===== config.mk =====
export PLATFORM = sky130hd
export DESIGN_NAME = ilv_burst_reader
export DESIGN_NICKNAME = d
export VERILOG_FILES = /design/src/rtl/ilv_burst_reader.sv
export SDC_FILE = /design/constraint.sdc
export NUM_CORES = 1
export LEC_CHECK = 0
export ABC_AREA = 1
export BUFFER_PORTS_ARGS = -buffer_cell sky130_fd_sc_hd__buf_2
export CORE_ASPECT_RATIO = 1.2
export CORE_UTILIZATION = 50
export CTS_CLUSTER_DIAMETER = 30
export DETAILED_ROUTE_END_ITERATION = 8
export PLACE_DENSITY = 0.67
export SKIP_CTS_REPAIR_TIMING = 1
export SLEW_MARGIN = 0
export SYNTH_ARGS = -nofsm -noshare
export SYNTH_HDL_FRONTEND = slang
export SYNTH_MEMORY_MAX_BITS = 65536
export SYNTH_SLANG_ARGS = --single-unit

===== constraint.sdc =====
create_clock -name clk -period 4.1 [get_ports clk]
set_clock_uncertainty 0.15 [all_clocks]
set_input_delay 0.41 -clock clk [delete_from_list [all_inputs] [get_ports clk]]
set_output_delay 0.41 -clock clk [all_outputs]
set_load 0.01 [all_outputs]

===== src/rtl/ilv_burst_reader.sv =====
module ilv_burst_reader #(
  parameter int ADDR_W   = 8,
  parameter int BANK_W   = 2,
  parameter int DATA_W   = 16,
  parameter int LAT      = 2 ** BANK_W,
  parameter int FILL_MUL = 37,
  parameter int FILL_ADD = 1000
) (
  input  logic                clk,
  input  logic                rst_n,
  input  logic                req_valid,
  output logic                req_ready,
  input  logic [ADDR_W-1:0]   req_addr,
  input  logic [ADDR_W:0]     req_len,
  output logic                out_valid,
  output logic [ADDR_W-1:0]   out_addr,
  output logic [DATA_W-1:0]   out_data
);
  localparam int BANKS = 2 ** BANK_W;
  localparam int ROW_W = ADDR_W - BANK_W;
  localparam int ROWS  = 2 ** ROW_W;
  localparam int LEN_W = ADDR_W + 1;
  localparam int CNT_W = BANK_W + 1;
  localparam logic [LAT-1:0] LAST_STAGE = LAT'(1) << (LAT - 1);

  function automatic logic [DATA_W-1:0] fill(input logic [ADDR_W-1:0] a);
    return DATA_W'(int'(a) * FILL_MUL + FILL_ADD);
  endfunction

  logic [LAT-1:0]          vld;
  logic [ROW_W-1:0]        p_row [LAT];
  logic [BANK_W-1:0]       p_off [LAT];
  logic [CNT_W-1:0]        p_cnt [LAT];
  logic [BANKS*DATA_W-1:0] bank_out;
  logic [BANKS*DATA_W-1:0] lat_data;
  logic [ROW_W-1:0]        lat_row;
  logic [BANK_W-1:0]       lat_idx;
  logic [CNT_W-1:0]        lat_left;
  logic [ROW_W-1:0]        nxt_row;
  logic [LEN_W-1:0]        fetch_rem;

  logic              arrive, busy, pf_go, issue;
  logic [CNT_W-1:0]  left_after, room, iss_cnt;
  logic [ROW_W-1:0]  iss_row;
  logic [BANK_W-1:0] iss_off;
  logic [LEN_W-1:0]  want;

  assign req_ready  = 1'b1;
  assign out_valid  = lat_left != '0;
  assign out_addr   = {lat_row, lat_idx};
  assign out_data   = lat_data[lat_idx*DATA_W +: DATA_W];

  assign arrive     = vld[LAT-1];
  assign busy       = |(vld & ~LAST_STAGE);
  assign left_after = arrive ? p_cnt[LAT-1] : lat_left - CNT_W'(out_valid);
  assign pf_go      = !req_valid && fetch_rem != '0 && !busy && int'(left_after) <= LAT;
  assign issue      = req_valid ? (req_len != '0) : pf_go;
  assign iss_row    = req_valid ? req_addr[ADDR_W-1:BANK_W] : nxt_row;
  assign iss_off    = req_valid ? req_addr[BANK_W-1:0] : '0;
  assign room       = CNT_W'(BANKS) - CNT_W'(iss_off);
  assign want       = req_valid ? req_len : fetch_rem;
  assign iss_cnt    = (want < LEN_W'(room)) ? CNT_W'(want) : room;

  for (genvar b = 0; b < BANKS; b++) begin : g_bank
    logic [DATA_W-1:0] mem  [ROWS];
    logic [DATA_W-1:0] pipe [LAT];

    initial begin
      for (int r = 0; r < ROWS; r++) mem[r] = fill(ADDR_W'(r * BANKS + b));
    end

    always_ff @(posedge clk) begin
      if (issue) pipe[0] <= mem[iss_row];
      for (int k = 1; k < LAT; k++) pipe[k] <= pipe[k-1];
    end

    assign bank_out[b*DATA_W +: DATA_W] = pipe[LAT-1];
  end

  always_ff @(posedge clk or negedge rst_n) begin
    if (!rst_n) begin
      vld       <= '0;
      fetch_rem <= '0;
      nxt_row   <= '0;
      lat_row   <= '0;
      lat_idx   <= '0;
      lat_left  <= '0;
      for (int k = 0; k < LAT; k++) begin
        p_row[k] <= '0;
        p_off[k] <= '0;
        p_cnt[k] <= '0;
      end
    end else begin
      vld[0]   <= issue;
      p_row[0] <= iss_row;
      p_off[0] <= iss_off;
      p_cnt[0] <= iss_cnt;
      for (int k = 1; k < LAT; k++) begin
        vld[k]   <= req_valid ? 1'b0 : vld[k-1];
        p_row[k] <= p_row[k-1];
        p_off[k] <= p_off[k-1];
        p_cnt[k] <= p_cnt[k-1];
      end

      if (issue) begin
        fetch_rem <= want - LEN_W'(iss_cnt);
        nxt_row   <= iss_row + 1'b1;
      end else if (req_valid) begin
        fetch_rem <= '0;
      end

      if (req_valid) begin
        lat_left <= '0;
      end else if (arrive) begin
        lat_row  <= p_row[LAT-1];
        lat_idx  <= p_off[LAT-1];
        lat_left <= p_cnt[LAT-1];
      end else if (out_valid) begin
        lat_idx  <= lat_idx + 1'b1;
        lat_left <= lat_left - 1'b1;
      end
    end
  end

  always_ff @(posedge clk) begin
    if (!req_valid && arrive) lat_data <= bank_out;
  end
endmodule


==> flow_summary.ini <==
[global_route]
grt_pass1_vias = 5719
grt_overflow = 0
grt_use_total_pct = 16.94
antenna_found_initial = 0
grt_pass1_wl_um = 26830
grt_max_degree = 75

[synth]
ys_top_cells_by_area = dfxtp_1, edfxtp_1, dfrtp_1, nand2_1, ha_1
async_reset_ff_share_pct = 26.06
synth.largest_area_cell = dfxtp_1
synth_ff_type = dfxtp_1
synth_seq_cells = 284
yosysMostFrequentCell = nand2_1
yosysSeqAreaShare_pct = 69.60
ys_top_cells_by_count = nand2_1, dfxtp_1, edfxtp_1
ys_warn_count = 0
yosysUniqueCellTypes = 52
synth_top_cell_area_share_pct = 25.46
synthCells = 845
synth.avg_cell_area_um2 = 11.73
synth_area_um2 = 9908
synth_edf_count = 84

[route]
drt-total-wl_um = 16340
dr.pass1.iters = 6
ant_nets = 0
vias_per_cell = 4.930
num_vias = 5896
drtIter0Drc = 472
wl_per_cell_um = 13.66
drc = 0

[clock_network]
cts.reportedPaths.clkPinSlew_ps = 50
cts_tree = done
numCtsBuffers = 36
cts_root_buf = clkbuf_16
h-tree-depth = 2
cts.sinks = 284
clock_path_buffers = 3
insertion_delay_ps = 510

[final_layout]
antenna_cells = 0
final_nets = 954
nFillCells = 1623
drive_gt1_share_pct = 16.79
syn2layout_area_growth_pct = 16.58
final_cells = 1196

[power]
p_clk_share_pct = 34.8
power_density_nw_per_um2 = 735.8
pwr-share-seq_pct = 46.5
swShare_pct = 29.42
power_uw = 8499
combPwrFrac_pct = 18.7
leakagePower_uw = 0.005146
p_sw_uw = 2501
p_int_uw = 5999
peakVddDrop_uv = 424.7

[critical_path]
cp_data_arrival_time_ps = 3160
cp_data_required_time_ps = 4340
path_class = input pin to flip-flop
start_kind = input pin
reg2reg_setup_slack_ps = 1240
worstSetupEndpointType = flip-flop
cp_max_fo = 18

[die]
fp.coreArea_um2 = 19480
pin_count = 46
die_h_um = 156.2
initial_core_util_pct = 50.87
num_rows = 56
die_w_um = 130.5
die_area_um2 = 20390

[sta]
whs_ps = -7.591
worstMarginPinSlew_ps = 896.5
fin_crit_ps = 2924
finalHoldViolations = 1
fmax_mhz = 342.0
maxSlewViolCount = 0
setup_viol = 0
fin_crit_sh_pct = 71.32
fin_setup_tns_ps = 0
relSlewSlack_pct = 40.23
grt_setup_unrepaired = false

[flow_run]
maxCapViolCount = 0

[outcome]
violations = negative hold slack
status = finished, violations left

[place]
gp_congestion = 0.8705
dp.cells = 1129
dp_hpwl_um = 10970
port_buffers = 42

[hold_path]
worstHoldPathType = input pin to flip-flop
[power groups by stage]
stage                     registers (uW)  clock network (uW)  logic (uW)
after floorplan                     3950                   0        1140
after global placement              3980                   0        1560
after detailed placement            4010                   0        1590
after CTS                           3960                3030        1600
after global routing                4010                3160        1820
final                               3950                2960        1590
[per-layer routing]
| metal | wire length, um | track usage, % | part of all wire (%) | vias to the layer above |
|---|---|---|---|---|
| li1 | - | - | - | 2934 |
| met1 | 7015 | 20.53 | 43 | 2786 |
| met2 | 8153 | 28.82 | 50 | 137 |
| met3 | 725 | 3.841 | 4.4 | 39 |
| met4 | 444 | 7.115 | 2.7 | 0 |
| met5 | 0 | 0 | 0 | - |
[area by class of cell]
| class | instances | area [um2] | share of cell area [%] |
|---|---|---|---|
| Tap cell | 261 | 326.6 | 2.827 |
| Multi-Input combinational cell | 449 | 2509 | 21.72 |
| Sequential cell | 284 | 6897 | 59.71 |
| Inverter | 83 | 321.6 | 2.784 |
| Clock inverter | 27 | 265.3 | 2.296 |
| Timing Repair Buffer | 53 | 310.3 | 2.686 |
| Clock buffer | 39 | 922.1 | 7.983 |
[through the flow]
stage | instance area (um2) | util, % | worst slack, ps
global route | 11550 | 59.30 | 911.9
detailed placement | 10350 | 53.15 | 672.5
floorplan | 9912 | - | 385.5
global placement | 10350 | 53.15 | 754.6
CTS | 11540 | 59.25 | 1130
finish | 11550 | 59.30 | 1176
[layout by cell type, fill, tap and decap left out, drive strengths merged, types with 9 or more instances in the layout]
cell type / n
nand2: 183
dfxtp: 126
inv: 96
edfxtp: 84
dfrtp: 74
o21ai: 53
buf: 52
nand3: 50
nor2: 45
clkbuf: 39
ha: 27
a21oi: 17
clkinv: 14
xor2: 12
nand4: 9
o311ai: 9
[path summary, 6_finish.rpt]
check / from / endpoint / depth (start not counted)
worst max-delay path: req_valid / fetch_rem[7]$_DFFE_PN0P_ / 18
worst min-delay path: req_addr[1] / p_off[7]$_DFF_PN0_ / 3
worst max register to register: fetch_rem[2]$_DFFE_PN0P_ / fetch_rem[7]$_DFFE_PN0P_ / 15
worst min register to register: g_bank[2].pipe[2][8]$_DFF_P_ / g_bank[2].pipe[3][8]$_DFF_P_ / 0
max in group asynchronous: rst_n / p_row[1]$_DFF_PN0_ / 2
min in group asynchronous: rst_n / p_cnt[10]$_DFF_PN0_ / 2
[cell families (layout without fill, tap and decap cells)]
| group | count (synthesis) | in the layout | share of synthesized area, % |
|---|---|---|---|
| and+or+nand+nor | 302 | 302 | 13.66 |
| DFF | 284 | 284 | 69.60 |
| AOI/OAI and AO/OA | 103 | 103 | 6.706 |
| other | 2 | 3 | 0.07580 |
| adders and majority gates | 27 | 27 | 3.409 |
| muxes | 2 | 2 | 0.2273 |
| xor gates and xnor gates | 12 | 12 | 1.061 |
| buffers and inverters | 113 | 202 | 5.253 |
[critical path, cell delays in order]
cell and delay [ps]:
buf_2 300, nand2_1 140, ha_1 340, inv_1 150, ha_1 250, nand2_1 60, nand2_1 40, nand2_1 90
nand3_4 140, o21a_1 240, ha_1 390, inv_1 60, nor2_1 110, nand3_2 140, nand3_1 110, nand2_1 50
nand3_1 60, nand2_1 60
[sequential cells by signal, summed over array words and instances (netlist names)]
signal       count
g_bank.pipe    168
lat_data        42
p_row           24
p_cnt           12
fetch_rem        9
p_off            8
lat_row          6
nxt_row          6
vld              4
lat_left         3
lat_idx          2
Power figures use the tool's default switching activity.
